**config.mk**
```make
export PLATFORM = sky130hd
export DESIGN_NAME = fetch_gate
export DESIGN_NICKNAME = d
export VERILOG_FILES = /design/src/rtl/fg_pkg.sv /design/src/rtl/fg_count.sv /design/src/rtl/fg_cmp.sv /design/src/rtl/fg_stat.sv /design/src/rtl/fetch_gate.sv
export SDC_FILE = /design/constraint.sdc
export NUM_CORES = 1
export LEC_CHECK = 0
export ABC_AREA = 0
export CAP_MARGIN = 10
export CORE_MARGIN = 2
export CORE_UTILIZATION = 45
export DETAILED_ROUTE_END_ITERATION = 16
export DONT_BUFFER_PORTS = 1
export PLACE_DENSITY = 0.61
export REMOVE_ABC_BUFFERS = 1
export SETUP_SLACK_MARGIN = 0.4
export SYNTH_ARGS = -nofsm -noshare
export SYNTH_HDL_FRONTEND = slang
export SYNTH_HIERARCHICAL = 1
export SYNTH_SLANG_ARGS = --single-unit
export TNS_END_PERCENT = 10
```
**constraint.sdc**
```tcl
create_clock -name clk -period 2.55 [get_ports clk]
set_input_delay 0.255 -clock clk [delete_from_list [all_inputs] [get_ports clk]]
set_output_delay 0.255 -clock clk [all_outputs]
set_load 0.03 [all_outputs]
```
**src/rtl/fg_pkg.sv**
```systemverilog
package fg_pkg;
  // Next in-flight count: saturating up, floored down, simultaneous pulses cancel.
  function automatic int unsigned step_count(int unsigned cur, int unsigned maxv,
                                             logic up, logic dn);
    if (up && !dn) return (cur >= maxv) ? maxv : cur + 1;
    if (dn && !up) return (cur == 0) ? 0 : cur - 1;
    return cur;
  endfunction

  // Saturating increment for the statistic.
  function automatic int unsigned sat_incr(int unsigned cur, int unsigned maxv, logic en);
    if (en && cur < maxv) return cur + 1;
    return cur;
  endfunction
endpackage

```
**src/rtl/fg_count.sv**
```systemverilog
module fg_count #(
  parameter int CNT_W = 4
) (
  input  logic             clk,
  input  logic             rst_n,
  input  logic             up_i,
  input  logic             dn_i,
  input  logic             clr_i,
  output logic [CNT_W-1:0] cnt_o
);
  localparam int unsigned CMAX = (1 << CNT_W) - 1;
  logic [CNT_W-1:0] cnt_q;

  always_ff @(posedge clk or negedge rst_n) begin
    if (!rst_n)     cnt_q <= '0;
    else if (clr_i) cnt_q <= '0;
    else            cnt_q <= CNT_W'(fg_pkg::step_count(32'(cnt_q), CMAX, up_i, dn_i));
  end

  assign cnt_o = cnt_q;
endmodule

```
**src/rtl/fg_cmp.sv**
```systemverilog
module fg_cmp #(
  parameter int CNT_W = 4
) (
  input  logic             clk,
  input  logic             rst_n,
  input  logic [CNT_W-1:0] cnt_i,
  input  logic [CNT_W-1:0] thr_i,
  input  logic             clr_i,
  output logic             over_o,
  output logic             stall_o
);
  logic stall_q;

  assign over_o = (cnt_i > thr_i);

  always_ff @(posedge clk or negedge rst_n) begin
    if (!rst_n) stall_q <= 1'b0;
    else        stall_q <= over_o & ~clr_i;
  end

  assign stall_o = stall_q;
endmodule

```
**src/rtl/fg_stat.sv**
```systemverilog
module fg_stat #(
  parameter int STAT_W = 16
) (
  input  logic              clk,
  input  logic              rst_n,
  input  logic              en_i,
  output logic [STAT_W-1:0] val_o
);
  localparam int unsigned SMAX = (STAT_W >= 32) ? 32'hFFFF_FFFF : ((1 << STAT_W) - 1);
  logic [STAT_W-1:0] val_q;

  always_ff @(posedge clk or negedge rst_n) begin
    if (!rst_n) val_q <= '0;
    else        val_q <= STAT_W'(fg_pkg::sat_incr(32'(val_q), SMAX, en_i));
  end

  assign val_o = val_q;
endmodule

```
**src/rtl/fetch_gate.sv**
```systemverilog
module fetch_gate #(
  parameter int CNT_W  = 4,
  parameter int STAT_W = 16
) (
  input  logic              clk,
  input  logic              rst_n,
  input  logic              lowconf_pred_i,
  input  logic              lowconf_resolve_i,
  input  logic              flush_i,
  input  logic [CNT_W-1:0]  thresh_i,
  output logic              fetch_stall_o,
  output logic [CNT_W-1:0]  inflight_o,
  output logic [STAT_W-1:0] gated_cycles_o
);
  // Named internal events, visible to the bound checker.
  logic             ev_inc;
  logic             ev_dec;
  logic             ev_flush;
  logic             cmp_over;
  logic [CNT_W-1:0] cnt_w;
  logic             stall_w;

  assign ev_inc   = lowconf_pred_i;
  assign ev_dec   = lowconf_resolve_i;
  assign ev_flush = flush_i;

  fg_count #(.CNT_W(CNT_W)) u_cnt (
    .clk(clk), .rst_n(rst_n), .up_i(ev_inc), .dn_i(ev_dec),
    .clr_i(ev_flush), .cnt_o(cnt_w)
  );

  fg_cmp #(.CNT_W(CNT_W)) u_cmp (
    .clk(clk), .rst_n(rst_n), .cnt_i(cnt_w), .thr_i(thresh_i),
    .clr_i(ev_flush), .over_o(cmp_over), .stall_o(stall_w)
  );

  fg_stat #(.STAT_W(STAT_W)) u_stat (
    .clk(clk), .rst_n(rst_n), .en_i(stall_w), .val_o(gated_cycles_o)
  );

  assign inflight_o    = cnt_w;
  assign fetch_stall_o = stall_w;
endmodule

```
* Word level (Yosys, flattened, before mapping)
Cells that the tools add are included.
** Storage, ports and cells
- Bits in registers :: 21
- Output and inout bits :: 21
- Input bits :: 9
** Operators by class
- Add/sub/neg operators :: 3
- Magnitude comparators :: 3
- Multiplexer cells :: 14
- Bitwise gates (word level) :: 2
- Reduce and logical (&&, ||, !) cells :: 7
** Operators with widths (count)
- two-way mux 4 bit :: 7
- adder 16 x 1 -> 16 bit, second input constant :: 1
- less-than comparator 16 bit, second input constant :: 1
- two-way mux 16 bit :: 1
- two-way mux 1 bit :: 6
- adder 4 x 1 -> 4 bit, second input constant :: 1
- >= comparator 4 bit, second input constant :: 1
- greater-than comparator 4 bit :: 1
- zero test 4 bit :: 1
- subtractor 4 x 1 -> 4 bit, second input constant :: 1
- logical AND 1 bit :: 3
- nonzero test 3 bit :: 1
- zero test 1 bit :: 2
- AND 1 bit :: 1
- inverter 1 bit :: 1

* Logic depth before layout (Yosys ltp)
Gate-level depths: netlist of run 1.
- Depth in word-level cells :: 9
- Depth in mapped cells :: 5
- Gate-level depth less buffers :: 5

* Modules after synthesis
Netlist of run 1, hierarchy kept.
** By module, submodules not included
- fg_stat :: instances 1, seq. area each 400.4 um^2, area an instance 775.7 um^2, cells each 68
- fg_count :: instances 1, seq. area each 100.1 um^2, area an instance 342.8 um^2, cells each 38
- fg_cmp :: instances 1, seq. area each 25.0 um^2, area an instance 141.4 um^2, cells each 15

* Worst setup path before layout of run 1
No wires, ideal clock.
- Path kind :: flip-flop to flip-flop
- Start :: register u_stat.val_q[0] (netlist: u_stat/val_o[0])
- End :: register u_stat.val_q[1] (netlist: u_stat/val_o[1])
- Data arrival time :: 1897 ps
- Data required time :: 2422 ps
- Clock period less this slack :: 2025 ps
- Library setup time :: 128 ps
- Setup slack :: 525 ps
- Stages on the path, launching flop included :: 6
- Cell sequence :: dfrtp_1 ha_1 and4_4 nor4b_4 nand2b_1 mux2_1
** Between the ends
- Longest elaborated chain between the ends :: 3
- Elaborated cells on any way between the ends :: 5
- Those cells by class :: add/sub (1); order compare (1); mux (2); reduce/logical (1)
** RTL lines
- start: declaration :: RTL line fg_stat.sv:10 : logic [STAT_W-1:0] val_q;
- start signal: assignment :: RTL line fg_stat.sv:14 : else val_q <= STAT_W'(fg_pkg::sat_incr(32'(val_q), SMAX, en_i));
- less-than comparator 16 bit :: RTL line fg_pkg.sv:12 : if (en && cur < maxv) return cur + 1;
- logical AND 1 bit :: RTL line fg_pkg.sv:12
- two-way mux 16 bit or two-way mux 1 bit (tied branches) :: RTL line fg_pkg.sv:12
Parallel ways exist; a longest one is shown, timed or not.
A chain may end at the register's enable or synchronous reset.

* Final worst setup path of run 1
Ends and elaborated chain as after synthesis.

==> results of run 1 <==
==> per-layer routing <==
metal	track usage	vias to the layer above	part of all wire
met2	0.299	27	0.51
met4	0.0698	0	0.0087
met3	0.0530	2	0.051
met5	0	-	0
met1	0.205	472	0.43
li1	-	461	-
==> flip-flops by register name, indices dropped and copies added (netlist names) <==
| signal | flops |
|---|---|
| u_stat/val_o | 16 |
| u_cnt/cnt_o | 4 |
| u_cmp/stall_o | 1 |
==> timing repair <==
action	in CTS	in global routing
hold buffers	2	1
setup endpoints to repair	0	1
endpoints found under the hold margin	25	1
resized for setup	0	1
==> layout make-up <==
class	instances	area (um2)	share of cell area
clock buffer	3	22.5	0.0165
clock inverter	1	5.00	0.00366
inverter	7	26.3	0.0192
multi-input combinational	89	696	0.509
sequential	21	526	0.385
tap	31	38.8	0.0284
timing repair buffer	6	52.6	0.0385
==> worst max-delay path: cells and delay by family, from the launching register on <==
kind          cells  cell delay [ns]
flops             1             0.60
fa+ha+maj         1             0.29
mux               1             0.33
simple gates      3             0.70
==> power by group <==
group          internal [mW]  switching (mW)  total (mW)
Combinational         0.0696          0.0890       0.159
Sequential             0.368           0.117       0.485
Clock                 0.0584          0.0989       0.157
Total                  0.496           0.305       0.801
==> path summary, 6_finish.rpt <==
| kind | endpoint | startpoint | cells after the start |
|---|---|---|---|
| max | u_stat/val_o[1]$_DFFE_PN0P_ | u_stat/val_o[0]$_DFFE_PN0P_ | 5 |
| min | u_cnt/cnt_o[2]$_DFFE_PN0P_ | lowconf_resolve_i | 1 |
| max reg2reg | u_stat/val_o[1]$_DFFE_PN0P_ | u_stat/val_o[0]$_DFFE_PN0P_ | 5 |
| min reg2reg | u_stat/val_o[15]$_DFFE_PN0P_ | u_stat/val_o[15]$_DFFE_PN0P_ | 1 |
| max in group asynchronous | u_stat/val_o[0]$_DFFE_PN0P_ | rst_n | 1 |
| min in group asynchronous | u_stat/val_o[13]$_DFFE_PN0P_ | rst_n | 1 |
==> metrics by stage <==
stage / util / hold slack [ns] / power, mW / cell area [um2]
2_1_floorplan: - / -0.0406 / 0.590 / 1240
3_3_place_gp: 0.481 / -0.0401 / 0.631 / 1300
3_5_place_dp: 0.481 / -0.0401 / 0.639 / 1300
4_1_cts: 0.498 / 0.00981 / 0.812 / 1350
5_1_grt: 0.504 / 0.0240 / 0.860 / 1370
6_report: 0.504 / 0.0716 / 0.801 / 1370
==> run summary, run 1 <==
• unrepaired setup endpoints after global routing: false
• Highest Clock Rate: 0.492 GHz
• I/O Buffers: 0
• initial core utilization: 0.463
• Root Buffer: sky130_fd_sc_hd__clkbuf_4
• CP max stage delay: 0.60 ns
• # clock sinks: 21
• class of the worst hold path: input port to flop
• reg-to-reg slack, setup: 0.52 ns
• max-slew violation total from the final report: 0
• DRC violations left: 0
• required time worst endpoint: 2.74 ns
• H-tree depth reported by CTS: 1
• first-pass GRT wire length: 4450 um
• GRT Total Usage: 0.176
• post-CTS clock slew at the launch and capture registers of the worst setup and hold paths: 0.11 ns
• estimated wirelength of the detail-placed design: 1890 um
• first-pass iteration count of the detailed router: 4
• final period utilization: 0.798
• Mapped Avg Cell Area: 10.5 um2
• maximum number of pins on one net before global-route repair: 22
• power density of the placed cells: 586 nW/um2
• clk buf depth: 2
• commonest non-fill, non-tap cells in the layout: sky130_fd_sc_hd__dfrtp_1 (21), sky130_fd_sc_hd__xor2_1 (8)
• average detailed-routed wire length per instance: 16.7 um
• core region area: 2710 um2
• number of vias in the routed layout: 962
• type of the worst setup path: flop to flop
• worst IR drop on VDD: 0.000407 V
• cell leakage power: 0.621 nW
• worst-skew pair later-pin latency: 0.30 ns
• CTS Buf Count: 3
• cell count after synthesis: 120
• horizontal extent of the die: 56.8 um
• Final Routed Wirelength: 2650 um
• area delta synth->final: 8.87%
• number of global-route vias before repair: 993
• result of the run: finished, final reports clean
• Ant. Diodes: 0
• Tightest Pin Transition: 0.917 ns
• Inst Count DP: 151
• Final Instance Count excl. Fillers: 158
• worst-case setup margin in the final layout: 0.516 ns
• count of pins on the block boundary: 30
• leading cell type in the layout, fill and taps excluded: sky130_fd_sc_hd__dfrtp_1
• die outline area: 3230 um2
• summed instance area of the synthesized netlist: 1250 um2
• height of the die: 56.8 um
• relative max-transition margin: 0.386
• Final Hold Viols: 0
• clock tree from TritonCTS: yes
• cell chain of the critical path: ha_1, and4_4, nor4b_4, nand2b_1, mux2_1
• data arrival time at the worst-slack endpoint: 2.22 ns
• final-stage net count: 144
• total of max-cap violations: 0
• final weighted congestion of routability-driven global placement: 0.792
• cell with the biggest individual delay on the critical path: sky130_fd_sc_hd__dfrtp_1
• count of synthesis-stage warnings from yosys: 6
• post-layout minimum cycle time: 2.03 ns
• # rows: 19
• Critical Path Sink Type: flop
• Sum Neg Setup Slack: 0 ns
• Worst Skew: 0.00481 ns
• Via density: 6.09
• final-layout fill cell count: 272
• GRT Residual Overflow: 0
• post-placement setup slack: 0.554 ns
• largest fanout on the critical path: 5
• nature of the critical path startpoint: flop
• setup violators final: 0
• proportion of layout cells with a drive suffix above 1: 0.142
• ANT nets after route: 0
• number of antenna violations at the first check in global routing: 0
• DRC violation total after the first TritonRoute iteration: 16
• post-CTS setup-driven buffer insertion count: 0
Note: power is estimated with default switching activity, not from simulation.
==> run 2, diff against run 1 <==
PLACE_DENSITY = 0.63   (was 0.61)
clock period = 1.8 ns   (was 2.55 ns; I/O delays follow)
==> run 2 against run 1 <==
  * Flip-flop and latch count unchanged
  * Largest power group unchanged
  * Maximum frequency grew 28%
  * Largest cell class unchanged
  * Hold slack improved by 0.074 ns
  * Die area is the same
  * Worst setup slack worse by 0.31 ns
  * Count of clock-buffer cells in the layout grew 1
  * Sequential power grew 18%
  * Critical path type unchanged
  * Final cell count increased by 16%
  * Sequential share of layout area is 6.5 points lower
  * Power is 57% higher
  * Critical endpoint unchanged
==> run summary, run 2 (synthesis results as in run 1) <==
• height of the die: 56.8 um, unchanged
• cell chain of the critical path: ha_2, and4_4, nor4b_4, nand2b_4, mux2_4
• Inst Count DP: 170, +13%
• Final Hold Viols: 0, unchanged
• H-tree depth reported by CTS: 1, unchanged
• standard cell area after detailed placement: 1450 um2, +11%
• total of max-cap violations: 0, unchanged
• hold_sp: lowconf_pred_i
• core region area: 2710 um2, unchanged
• Via density: 5.80, -4.8%
• final-stage net count: 170, +18%
• I/O Buffers: 0, unchanged
• worst-case setup margin in the final layout: 0.207 ns, -0.310 ns
• unrepaired setup endpoints after global routing: true
• Final Routed Wirelength: 2950 um, +11%
• required time worst endpoint: 1.99 ns, -0.75 ns
• Worst Skew: 0.00182 ns, -0.00299 ns
• commonest non-fill, non-tap cells in the layout: sky130_fd_sc_hd__buf_4 (28), sky130_fd_sc_hd__dfrtp_1 (21), sky130_fd_sc_hd__xor2_1 (8)
• CP max stage delay: 0.38 ns, -0.22 ns
• post-layout minimum cycle time: 1.59 ns, -0.440 ns
• Final Cell Area: 1640 um2, +20%
• post-CTS clock slew at the launch and capture registers of the worst setup and hold paths: 0.10 ns, about the same
• Root Buffer: sky130_fd_sc_hd__clkbuf_4
• class of the worst hold path: input port to flop
• max-slew violation total from the final report: 0, unchanged
• leading cell type in the layout, fill and taps excluded: sky130_fd_sc_hd__buf_4
• relative max-transition margin: 0.386, about the same
• result of the run: finished, final reports clean
• DRC violations left: 0, unchanged
• reg-to-reg critical path startpoint: u_stat/val_o[0]$_DFFE_PN0P_
• first-pass GRT wire length: 4810 um, +8.1%
• data arrival time at the worst-slack endpoint: 1.78 ns, -0.44 ns
• final period utilization: 0.885, +0.0876
• nature of the critical path startpoint: flop
• number of flip-flops under the largest register name: 16, unchanged
• clock tree from TritonCTS: yes
• GRT Total Usage: 0.189, +0.0132
• Final Instance Count excl. Fillers: 184, +16%
• area delta synth->final: 31.0%
• power density of the placed cells: 766 nW/um2, +31%
• Sum Neg Setup Slack: 0 ns, unchanged
• Worst setup startpoint: u_stat/val_o[0]$_DFFE_PN0P_
• Highest Clock Rate: 0.628 GHz, +28%
• Critical Path Sink Type: flop
• type of the worst setup path: flop to flop
• maximum number of pins on one net before global-route repair: 22, unchanged
• number of antenna violations at the first check in global routing: 0, unchanged
• average detailed-routed wire length per instance: 16.0 um, -4.3%
• cell with the biggest individual delay on the critical path: sky130_fd_sc_hd__dfrtp_1
• proportion of layout cells with a drive suffix above 1: 0.366, +0.224
• final core utilization: 0.607, +0.102
• CTS Buf Count: 3, unchanged
• # clock sinks: 21, unchanged
• DRC violation total after the first TritonRoute iteration: 35, +19
• initial core utilization: 0.463, unchanged
• GRT Residual Overflow: 0, unchanged
• clk buf depth: 2, unchanged
• post-route total power: 1.26 mW, +57%
• final weighted congestion of routability-driven global placement: 0.816, +3.1%
• ANT nets after route: 0, unchanged
• post-placement setup slack: 0.115 ns, -0.438 ns
• count of pins on the block boundary: 30, unchanged
• estimated wirelength of the detail-placed design: 2060 um, +8.7%
• number of global-route vias before repair: 1101, +11%
• worst IR drop on VDD: 0.000973 V, +140%
• number of vias in the routed layout: 1067, +11%
• Hold Worst Slack: 0.146 ns, +0.0740 ns
• Tightest Pin Transition: 0.918 ns, +0.000119 ns
• first-pass iteration count of the detailed router: 4, unchanged
• Ant. Diodes: 0, unchanged
• # rows: 19, unchanged
• worst-skew pair later-pin latency: 0.29 ns, about the same
• cell leakage power: 0.761 nW, +22%
• setup violators final: 0, unchanged
• largest fanout on the critical path: 2, -3
• horizontal extent of the die: 56.8 um, unchanged
• die outline area: 3230 um2, unchanged
==> run 2: cell types whose count changed in the layout (fill, tap and decap cells not counted), sizes merged <==
cell and change:
clkinv -1, buf +26, clkbuf +1
==> run 2: layout make-up <==
| type | count | area [um2] |
|---|---|---|
| fill | 227 | 1070 |
| sequential | 21 | 526 |
| tap | 31 | 38.8 |
| multi-input combinational | 89 | 776 |
| timing repair buffer | 32 | 251 |
| inverter | 7 | 26.3 |
| clock buffer | 4 | 26.3 |
==> run 2: what timing repair did <==
item / in CTS / in global routing
pin swaps: 4 / 4
hold endpoints to repair: 26 / 0
setup buffers: 4 / 3
hold buffers: 3 / 0
gates resized for setup: 13 / 5
setup endpoints to repair: 17 / 20
==> run 2: final timing paths <==
check,end,slack [ns],cells past startpoint
setup / recovery,u_stat/val_o[1]$_DFFE_PN0P_,0.21,5
hold / removal,u_cnt/cnt_o[2]$_DFFE_PN0P_,0.15,2
setup reg to reg,u_stat/val_o[1]$_DFFE_PN0P_,0.21,5
hold reg to reg,u_stat/val_o[3]$_DFFE_PN0P_,0.57,1
max in group asynchronous,u_stat/val_o[2]$_DFFE_PN0P_,0.78,1
min in group asynchronous,u_stat/val_o[15]$_DFFE_PN0P_,0.46,1
==> run 2: critical path: cells and delay by family, from the launching register on <==
| kind | cells | cell delay (ns) |
|---|---|---|
| muxes | 1 | 0.29 |
| DFF | 1 | 0.38 |
| and+or+nand+nor | 3 | 0.63 |
| adders and majority gates | 1 | 0.19 |
==> run 2: where the power goes <==
group          switching (mW)  internal (mW)
Combinational           0.274          0.198
Sequential             0.0501          0.524
Clock                   0.127         0.0862
Total                   0.451          0.808
==> run 2: metal layers <==
metal  vias to the layer above  part of all wire  GRT usage
met2                        33              0.53      0.341
met3                         2             0.051     0.0369
met4                         0            0.0075     0.0897
li1                        516                 -          -
met1                       516              0.42      0.211
met5                         -                 0          0
==> run 3, diff against run 2 <==
PLACE_DENSITY = 0.73   (was 0.63)
==> run 3 against run 2 <==
  * Register-to-register slack worse by 0.09 ns
  * Sequential share of layout area up 1.9 points
  * Critical endpoint unchanged
  * Core utilization down 3.5 points
  * Critical path type unchanged
  * Combinational power down 2%
  * Final cell count down 2.2%
  * Clock skew about the same
==> run summary, run 3 (synthesis results as in run 1) <==
• result of the run: finished, final reports clean
• unrepaired setup endpoints after global routing: true
• category of cells accounting for the largest share of critical-path delay: simple AND/OR/NAND/NOR gates
• CTS Buf Count: 3, unchanged
• Final Instance Count excl. Fillers: 180, -2.2%
• type of the worst setup path: flop to flop
• Sum Neg Setup Slack: 0 ns, unchanged
• die outline area: 3230 um2, unchanged
• clk buf depth: 2, unchanged
• area delta synth->final: 23.5%
• Final Cell Area: 1550 um2, -5.7%
• CP max stage delay: 0.38 ns, about the same
• I/O Buffers: 0, unchanged
• hold_sp: lowconf_pred_i
• post-layout minimum cycle time: 1.69 ns, +0.0950 ns
• horizontal extent of the die: 56.8 um, unchanged
• Power Internal: 0.794 mW, -1.8%
• average detailed-routed wire length per instance: 16.0 um, -0.38%
• Worst Skew: 0.00210 ns, +0.000282 ns
• cell leakage power: 0.739 nW, -2.8%
• proportion of layout cells with a drive suffix above 1: 0.289, -0.0774
• setup violators final: 0, unchanged
• final weighted congestion of routability-driven global placement: 0.810, -0.81%
• estimated wirelength of the detail-placed design: 2090 um, +1.8%
• Tightest Pin Transition: 0.928 ns, +0.0106 ns
• post-CTS clock slew at the launch and capture registers of the worst setup and hold paths: 0.11 ns, about the same
• leading cell type in the layout, fill and taps excluded: sky130_fd_sc_hd__buf_4
• required time worst endpoint: 2.00 ns, about the same
• class of the worst hold path: input port to flop
• post-route total power: 1.26 mW, -0.23%
• final-stage net count: 166, -2.4%
• H-tree depth reported by CTS: 1, unchanged
• standard cell area after detailed placement: 1450 um2, unchanged
• height of the die: 56.8 um, unchanged
• number of vias in the routed layout: 1080, +1.2%
• cell depth of the worst min-delay path: 2, unchanged
• GRT Total Usage: 0.186, -0.00288
• initial core utilization: 0.463, unchanged
• Highest Clock Rate: 0.592 GHz, -5.6%
• commonest non-fill, non-tap cells in the layout: sky130_fd_sc_hd__buf_4 (25), sky130_fd_sc_hd__dfrtp_1 (21), sky130_fd_sc_hd__xor2_1 (8)
• DRC violations left: 0, unchanged
• GRT Residual Overflow: 0, unchanged
• destination of the worst register-to-register timing path: u_stat/val_o[1]$_DFFE_PN0P_
• # clock sinks: 21, unchanged
• multi-input gate area in the final layout: 716 um2, -7.7%
• worst IR drop on VDD: 0.000537 V, -45%
• part of the total power dissipated in combinational logic: 0.368, -0.007
• DRC violation total after the first TritonRoute iteration: 30, -14%
• Ant. Diodes: 0, unchanged
• Via density: 6.00, +3.5%
• # rows: 19, unchanged
• Final Routed Wirelength: 2870 um, -2.5%
• data arrival time at the worst-slack endpoint: 1.89 ns, +0.11 ns
• net switching power: 0.462 mW, +2.5%
• switching share of power: 0.368, +0.00989
• final period utilization: 0.938, +0.0528
• Critical Path Sink Type: flop
• register area: 526 um2, unchanged
• number of flip-flops under the largest register name: 16, unchanged
• number of antenna violations at the first check in global routing: 0, unchanged
• nature of the critical path startpoint: flop
• worst-case setup margin in the final layout: 0.112 ns, -0.0950 ns
• cell chain of the critical path: ha_2, and4_4, nor4b_4, nand2b_4, mux2_4
• proportion of power drawn by the clock network: 0.182, +0.013
• Final Hold Viols: 0, unchanged
• total stage count of the critical path: 5, unchanged
• reg-to-reg slack, setup: 0.11 ns, -0.09 ns
• ANT nets after route: 0, unchanged
• final-layout fill cell count: 249, +9.7%
• count of pins on the block boundary: 30, unchanged
• cell with the biggest individual delay on the critical path: sky130_fd_sc_hd__dfrtp_1
• total of max-cap violations: 0, unchanged
• Inst Count DP: 170, unchanged
• largest fanout on the critical path: 4, +2
• worst-skew pair later-pin latency: 0.30 ns, about the same
• max-slew violation total from the final report: 0, unchanged
• Root Buffer: sky130_fd_sc_hd__clkbuf_4
• core region area: 2710 um2, unchanged
• end point of the most critical hold path: u_cnt/cnt_o[2]$_DFFE_PN0P_
• clock tree from TritonCTS: yes
• reg-to-reg critical path startpoint: u_stat/val_o[1]$_DFFE_PN0P_
• worst r2r path cells: 5, unchanged
• sequential share of power: 0.449, -0.007
• first-pass GRT wire length: 4750 um, -1.3%
• post-placement setup slack: 0.0778 ns, -0.0375 ns
• number of global-route vias before repair: 1083, -1.6%
• first-pass iteration count of the detailed router: 4, unchanged
• relative max-transition margin: 0.379, -0.00708
• power density of the placed cells: 810 nW/um2, +5.8%
• maximum number of pins on one net before global-route repair: 22, unchanged
• number of buffers and inverters on the critical path: 0, unchanged
## run 3: cell count changes in the layout (fill, tap and decap cells not counted), moves of 2 or more
cell,delta
sky130_fd_sc_hd__nor4_4,-2
sky130_fd_sc_hd__inv_1,+2
sky130_fd_sc_hd__buf_4,-3
sky130_fd_sc_hd__inv_2,-2
sky130_fd_sc_hd__nor4_1,+2
## run 3: per-stage QoR
step	hold WS, ns	utilization
2_1_floorplan	-0.116	-
3_3_place_gp	-0.115	0.533
3_5_place_dp	-0.115	0.533
4_1_cts	0.131	0.564
5_1_grt	0.150	0.572
6_report	0.149	0.572
## run 3: worst max-delay path by stage
| stage | from | to | slack, ns |
|---|---|---|---|
| after floorplan | u_stat/val_o[0]$_DFFE_PN0P_ | u_stat/val_o[1]$_DFFE_PN0P_ | -0.23 |
| after global placement | u_stat/val_o[0]$_DFFE_PN0P_ | u_stat/val_o[9]$_DFFE_PN0P_ | 0.15 |
| after detailed placement | u_stat/val_o[0]$_DFFE_PN0P_ | u_stat/val_o[9]$_DFFE_PN0P_ | 0.08 |
| after CTS | u_stat/val_o[1]$_DFFE_PN0P_ | u_stat/val_o[1]$_DFFE_PN0P_ | 0.14 |
| after global routing | u_stat/val_o[0]$_DFFE_PN0P_ | u_stat/val_o[1]$_DFFE_PN0P_ | 0.03 |
| final | u_stat/val_o[1]$_DFFE_PN0P_ | u_stat/val_o[1]$_DFFE_PN0P_ | 0.11 |
## run 3: layer usage
layer	vias up	share of wire	GRT usage
li1	507	-	-
met3	8	0.075	0.0599
met5	-	0	0
met1	523	0.40	0.206
met4	0	0.021	0.0598
met2	42	0.50	0.334
## run 3: repair_timing
item | 4_1_cts | 5_1_grt
setup buffers | 1 | 2
gates cloned | 0 | 0
endpoints found under the setup margin | 18 | 20
hold buffers | 3 | 0
pin swaps | 2 | 1
resized for setup | 4 | 1
hold endpoints to repair | 26 | 0
## run 3: cell type report
type	instances	area share
multi-input cells	89	0.462
flip-flops and latches	21	0.339
repair buffers	28	0.140
well taps	31	0.0250
clock buffers	4	0.0169
inverters	7	0.0169
## run 3: power groups by stage
stage | Clock [mW] | Sequential [mW] | Combinational [mW]
final | 0.229 | 0.564 | 0.463
after global routing | 0.254 | 0.572 | 0.498
after CTS | 0.237 | 0.563 | 0.442
after detailed placement | 0 | 0.570 | 0.406
after global placement | 0 | 0.566 | 0.390
after floorplan | 0 | 0.712 | 0.123
